**src/rtl/rst_source_ctrl.sv**
```systemverilog
module rst_source_ctrl #(
  parameter int AW = 16,
  parameter int HOLD = 16,
  parameter int NHOLE = 2,
  parameter logic [NHOLE*AW-1:0] HOLE_LO = {16'h1000, 16'h0100},
  parameter logic [NHOLE*AW-1:0] HOLE_HI = {16'h10FF, 16'h017F}
) (
  input  logic          clk,
  input  logic          por_req,
  input  logic          pin_req,
  input  logic          lvd_req,
  input  logic          wdog_req,
  input  logic          iop_req,
  input  logic          dbg_req,
  input  logic          cfg_we,
  input  logic          cfg_pin_en,
  input  logic          bus_valid,
  input  logic [AW-1:0] bus_addr,
  output logic          sys_rst,
  output logic [5:0]    rst_status,
  output logic          pin_en,
  output logic [15:0]   cpu_sp,
  output logic          cpu_imask,
  output logic [15:0]   cpu_vec
);
  localparam int CW = $clog2(HOLD + 1);
  localparam int QW = $clog2(HOLD + 4) + 1;

  logic [NHOLE-1:0] hole_hit;
  logic             iad_q;
  logic [1:0]       sync;
  logic [CW-1:0]    cnt;
  logic [5:0]       cause;

  for (genvar g = 0; g < NHOLE; g++) begin : g_hole
    assign hole_hit[g] = (bus_addr >= HOLE_LO[g*AW +: AW]) && (bus_addr <= HOLE_HI[g*AW +: AW]);
  end

  wire pin_act = pin_req & pin_en;
  wire any_req = por_req | lvd_req | pin_act | wdog_req | iop_req | iad_q | dbg_req;

  always_ff @(posedge clk or posedge por_req)
    if (por_req) iad_q <= 1'b0;
    else         iad_q <= bus_valid && (|hole_hit);

  always_comb begin
    cause = '0;
    if      (por_req)  cause[0] = 1'b1;
    else if (lvd_req)  cause[2] = 1'b1;
    else if (pin_act)  cause[1] = 1'b1;
    else if (wdog_req) cause[3] = 1'b1;
    else if (iop_req)  cause[4] = 1'b1;
    else if (iad_q)    cause[5] = 1'b1;
  end

  always_ff @(posedge clk or posedge por_req)
    if (por_req) begin
      rst_status <= 6'b000001;
      pin_en     <= 1'b0;
    end else begin
      if (any_req) rst_status <= cause;
      if (cfg_we)  pin_en     <= cfg_pin_en;
    end

  always_ff @(posedge clk or posedge any_req)
    if (any_req) begin
      sync <= 2'b11;
      cnt  <= CW'(HOLD);
    end else begin
      sync <= {sync[0], 1'b0};
      if (sync[1])         cnt <= CW'(HOLD);
      else if (cnt != '0)  cnt <= cnt - 1'b1;
    end

  assign sys_rst   = sync[1] | (cnt != '0);
  assign cpu_sp    = sys_rst ? 16'h00FF : 16'h0000;
  assign cpu_imask = sys_rst;
  assign cpu_vec   = 16'hFFFE;

  logic [QW-1:0] quiet;
  always_ff @(posedge clk or posedge any_req)
    if (any_req)              quiet <= '0;
    else if (quiet != '1)     quiet <= quiet + 1'b1;


  req_rst_chk: assert property (@(posedge clk) disable iff (por_req) any_req |-> sys_rst);

  pin_masked_chk: assert property (@(posedge clk) disable iff (por_req)
    (pin_req && !pin_en && !lvd_req && !wdog_req && !iop_req && !dbg_req && !iad_q && !sys_rst) |=> $stable(rst_status));

  hold_min_chk: assert property (@(posedge clk) disable iff (por_req) $fell(sys_rst) |-> (quiet >= QW'(HOLD)));

  status_onehot_chk: assert property (@(posedge clk) disable iff (por_req) $onehot0(rst_status));

  bad_addr_chk: assert property (@(posedge clk) disable iff (por_req) (bus_valid && (|hole_hit)) |=> sys_rst);

  status_hold_chk: assert property (@(posedge clk) disable iff (por_req) !any_req |=> $stable(rst_status));
endmodule

```
**config.mk**
```make
export PLATFORM = sky130hd
export DESIGN_NAME = rst_source_ctrl
export DESIGN_NICKNAME = d
export VERILOG_FILES = /design/src/rtl/rst_source_ctrl.sv
export SDC_FILE = /design/constraint.sdc
export NUM_CORES = 1
export LEC_CHECK = 0
export ABC_AREA = 1
export BUFFER_PORTS_ARGS = -buffer_cell sky130_fd_sc_hd__buf_4
export CAP_MARGIN = 20
export CORE_MARGIN = 2
export CORE_UTILIZATION = 41
export CTS_CLUSTER_SIZE = 8
export DETAILED_ROUTE_END_ITERATION = 12
export GPL_ROUTABILITY_DRIVEN = 0
export PLACE_DENSITY = 0.83
export SLEW_MARGIN = 25
export SYNTH_ARGS = -nofsm -noshare
export SYNTH_HDL_FRONTEND = slang
export SYNTH_SLANG_ARGS = --single-unit
```
**constraint.sdc**
```tcl
create_clock -name clk -period 1.8 [get_ports clk]
set_clock_uncertainty 0.1 [all_clocks]
set_input_delay 0.36 -clock clk [delete_from_list [all_inputs] [get_ports clk]]
set_output_delay 0.36 -clock clk [all_outputs]
set_load 0.1 [all_outputs]
```
[Yosys cells after proc, flatten, opt, wreduce, memory -nomap -nowiden]
Index checks and enable logic that the tools add are counted.
Word-level totals
  output and inout bits: 41
  word-level logic and storage cells: 39
  register bits after elaboration: 15
  bits of input ports: 26
Cells by class
  add/sub/neg operators: 1
  magnitude comparators: 4
  reduce and logical (&&, ||, !) cells: 6
  multiplexer cells: 15
  bitwise gates (word level): 8
Operator list (count)
  $ge A16 B13 Y1 const B: 1
  $ge A16 B9 Y1 const B: 1
  $le A16 B13 Y1 const B: 1
  $le A16 B9 Y1 const B: 1
  $mux W5: 3
  $mux W1: 8
  $mux W8: 1
  $or A1 B1 Y1: 7
  $mux W3: 2
  $reduce_bool A5 Y1: 1
  $sub A5 B1 Y5 const B: 1
  $logic_and A1 B1 Y1: 3
  $mux W2: 1
  $reduce_bool A2 Y1: 1
  $reduce_or A2 Y1: 1
  $and A1 B1 Y1: 1

[Depth between registers and ports, before layout]
  depth after elaboration: 6
  mapped depth: 6
  gate-level depth less buffers: 6

[Worst setup path before layout]
No wires, ideal clock.
  path type: register to output
  start: register cnt[0]
  end: output port cpu_sp[0]
  setup slack: -0.577 ns
  buffers on the path: 1
  cell stages (with the launch flop): 7
  required time: 1.340 ns
  data arrival time: 1.917 ns
  cells stage by stage: dfrtp_1 inv_1 ha_1 nand3_2 nor2_4 inv_1 buf_4
On the way
  longest elaborated chain between the ends: 3
Ends and longest elaborated chain
  start, declared: line 32  | logic [CW-1:0] cnt;
  start signal, assigned: line 68  | cnt <= CW'(HOLD);
  start signal, assigned: line 71  | if (sync[1]) cnt <= CW'(HOLD);
  start signal, assigned: line 72  | else if (cnt != '0) cnt <= cnt - 1'b1;
  $reduce_bool A5 Y1: line 75  | assign sys_rst = sync[1] | (cnt != '0);
  $or A1 B1 Y1: line 75
  named net cpu_imask: line 23  | output logic cpu_imask,
  $mux W8: line 76  | assign cpu_sp = sys_rst ? 16'h00FF : 16'h0000;
  end, declared: line 22  | output logic [15:0] cpu_sp,
The timed path passes the listed nets, and every way through them passes these cells.

[Worst setup path in the final report]
  start: register cnt[0]
  end: output port cpu_sp[4]
On the way
  longest elaborated chain between the ends: 3
Ends and longest elaborated chain (line)
  $reduce_bool A5 Y1: 75
  $or A1 B1 Y1: 75
  $mux W8: 76
Every way passes these cells.

==> reports/metrics.sh <==
CRIT_PATH_START_KIND='flop'
CORE_SQ_UM=2233
GROUTE.USAGE.OVERALL_PCT=13.16
ROOT_BUFFER='sky130_fd_sc_hd__clkbuf_4'
TIMING.SETUP.CRITICAL_PATH_CLASS='flop to output pin'
FINAL_CORE_UTIL_PCT=57.70
POWERDENSITY_nW_PER_UM2=1239
BOUNDARYPINS=67
GRT_FIRST_PASS_WIRELENGTH_MICRONS=2725
HOLD-PATH-CELL-COUNT=2
DRIVE_ABOVE_1_SHARE_PCT=42.11
FP.DIEW_MICRONS=52.70
FINAL_COMMON_CELL='sky130_fd_sc_hd__buf_4'
FIRST_GLOBAL_VIAS=692
CRITICAL_PATH_PEAK_FANOUT=5
POST_LAYOUT_NONFILLER_INSTANCES=180
CATEGORY_OF_THE_WORST_SETUP_PATH_CAPTURE_POINT='output pin'
WORST_HOLD_PATH.ENDPOINT='pin_en'
AREA_FRACTION_IN_AND_OR_NAND_AND_NOR_CELLS_AFTER_SYNTHESIS_PCT=22.14
CLOCK_INSERTION_DELAY_WORST_SKEW_NS=0.27
PERIOD_SHARE_PCT=113.1
MUXSHAREOFSYNTHAREA_PCT=1.158
TIMING.FINAL.WS_SETUP_NS=-0.2362
DESIGN.FINAL.NETS=181
GRT_ANTENNA_BEFORE_REPAIR=0
MAX_SLEW.WORST_PIN.SLEW_NS=0.5500
CTSLONGESTPATHBUFFERS=2
COMBPWRFRAC_PCT=60.2
IRDROPWORSTVDD_uV=610.9
SYNTH_COMPOUND_GATE_AREA_SHARE_PCT=4.118
DRT-TOTAL-WL_MICRONS=1705
YS_FF_LATCH=15
FIN_CRIT_NS=2.036
GRT_OVERFLOW=0
TIMING.REG2REG.SETUP_SLACK_NS=0.29
MOSTFREQUENTLAYOUTCELLS='sky130_fd_sc_hd__buf_4 (32), sky130_fd_sc_hd__conb_1 (25), sky130_fd_sc_hd__nand2_1 (13)'
REGTOREGENDPOINT='cnt[2]'
SYNTHESIS.INSTANCES=114
INITIAL_CORE_UTILIZATION_PCT=43.53
FINALMAXSLEWVIOLATIONS=0
WORST_R2R_PATH_DEPTH=7
CRITICAL_PATH.SLOWEST_CELL='sky130_fd_sc_hd__dfrtp_1'
ANTENNA_CELLS=0
CELL_AREA_SYNTH_SQ_UM=972.2
DETAIL_ROUTE.ITER0.VIOLATIONS=6
TIMING.CRITICAL_PATH.BUF_INV=3
TIMING.HOLD.WORST.START='cfg_pin_en'
HTREEDEPTH=1
P_SEQ_SHARE_PCT=28.5
SWITCHING_POWER_W=0.0008413
ROUTE.ANTENNA.REMAINING_NETS=0
ROUTE.VIAS.TOTAL=761
CELL_INTERNAL_PWR_W=0.0007558
PLACED_CELLS_INCL_TAPS=168
CRITICAL_PATH_STAGES=6
WIRE_PER_INST_MICRONS=9.472
FAILED_CHECKS='setup timing'
CTS_MADE_BUFFERS=3
MAIN_COMBINATIONAL_CELL_FAMILY_BY_AREA_AFTER_SYNTHESIS='buffers and inverters'
GRT_START_MAX_NET_PINS=11
CLKSLEWWORSTSETUPHOLDPATHS_NS=0.08
RSZ0062_AT_GRT='yes'
REPORT.FINAL.HOLD_VIOL_COUNT=0
YOSYS.CELL_TYPES.COUNT=20
CRITICAL_PATH.TOP_DELAY_FAMILY='buffers and inverters'
RR_STARTPOINT='cnt[0]'
MAX-CAP-VIOLATIONS=0
ARRIVAL_NS=1.58
SYNTH-WARNING-COUNT=0
PLACEMENTROWS=17
PLACEMENT.SETUP.WORST_SLACK_NS=0.02030
SYNTH.AVG_CELL_AREA_SQ_UM=8.528
AVGVIACOUNTPERCELL=4.228
DIE_HEIGHT_MICRONS=52.70
SYNTH-XOR-AREA-SHARE_PCT=0
MAX_FREQ_MHz=491.1
IO_BUFFERS=35
TRITONCTS_NUM_SINKS=15
WORST_EP_REQUIRED_TIME_NS=1.34
SETUP_VIOL_COUNT_FINAL=10
DPL.HPWL_MICRONS=1366
SW_FRAC_OF_TOTAL_PCT=52.68
P_LEAK_nW=0.6848
SYNTH_ADDER_AREA_SHARE_PCT=2.574
HP-CLASS='primary input to flop'
SYNTH_SEQ_AREA_SHARE_PCT=39.12
CP_SLOWEST_STAGE_DELAY_NS=0.39
FLOORPLAN.DIE_AREA_SQ_UM=2777
DRC=0
AREA_DELTA_SYNTH_FINAL_PCT=32.56
OUTCOME='complete, but fails checks'
CLOCKPOWERSHARE_PCT=11.3
PATH_CELLS='inv_2 -> ha_4 -> nand3_4 -> nor2_4 -> clkinvlp_4 -> buf_6'
MAX_SLEW_HEADROOM_PCT=63.20
FIRST_PASS_ITERS=2
CTS_TREE='done'
[cell families (layout without fill, tap and decap cells)]
group                      Yosys count  in the layout
buffers and inverters               45             60
and+or+nand+nor                     42             42
DFF                                 15             15
AOI/OAI and AO/OA                    7              7
adders and majority gates            2              2
other                                2             25
muxes                                1              1
[through the flow]
stage                     TNS (ns)  hold WS (ns)  area (sq um)  power [W]
final                       -2.281        0.2186          1289   0.001597
after global routing        -3.273        0.2070          1289   0.001687
after CTS                   -2.257        0.2137          1239   0.001556
after detailed placement         0        0.2539          1140   0.001303
after global placement           0        0.2463          1140   0.001272
after floorplan             -4.178       0.09116          1095   0.001237
[layout make-up]
class	instances	area [sq um]
Clock buffer	4	26.28
Fill cell	197	944.7
Inverter	12	48.80
Multi-Input combinational cell	77	410.4
Sequential cell	15	380.4
Tap cell	28	35.03
Timing Repair Buffer	43	380.4
Timing Repair inverter	1	7.507
[what timing repair did]
item | CTS | global route
cloned | 1 | 0
hold buffers | 1 | 0
gates resized for setup | 8 | 9
setup endpoints to repair | 10 | 10
endpoints found under the hold margin | 7 | 0
setup buffers | 4 | 2
[state kept, by name, indices dropped and copies added (netlist names)]
signal and count:
rst_status 6, cnt 5, sync 2, iad_q 1, pin_en 1
[layer usage]
layer	track usage [%]	wire length, microns	vias up
li1	-	-	378
met1	13.98	643	342
met2	26.25	912	41
met3	1.714	149	0
met4	3.846	0	0
met5	0	0	-
[power by group through the flow]
stage	registers (W)	logic [W]	clock network (W)
final	0.000455	0.000962	0.000180
after global routing	0.000462	0.00102	0.000205
after CTS	0.000453	0.000914	0.000189
after detailed placement	0.000452	0.000850	0
after global placement	0.000450	0.000821	0
after floorplan	0.000496	0.000741	0
[worst max path at each step]
stage / startpoint / end
6_report: cnt[0] / cpu_sp[4]
5_1_grt: cnt[0] / cpu_sp[4]
4_1_cts: cnt[0] / cpu_sp[6]
3_5_place_dp: cnt[1] / cpu_sp[4]
3_3_place_gp: cnt[0] / cpu_sp[0]
2_1_floorplan: cnt[0] / cpu_sp[0]
[synth_stat cells (all sizes together)]
| cell type | instances | area, sq um |
|---|---|---|
| a21oi | 3 | 15.01 |
| buf | 33 | 247.7 |
| conb | 2 | 7.510 |
| dfrtp | 11 | 275.3 |
| dfstp | 4 | 105.1 |
| ha | 2 | 25.02 |
| inv | 12 | 45.04 |
| mux2 | 1 | 11.26 |
| nand2 | 13 | 48.80 |
| nand3 | 12 | 70.07 |
| nand4 | 1 | 6.260 |
| nor2 | 14 | 77.58 |
| o211ai | 1 | 7.510 |
| o21ai | 2 | 10.01 |
| o31ai | 1 | 7.510 |
| or2 | 2 | 12.51 |
Power figures use the tool's default switching activity.
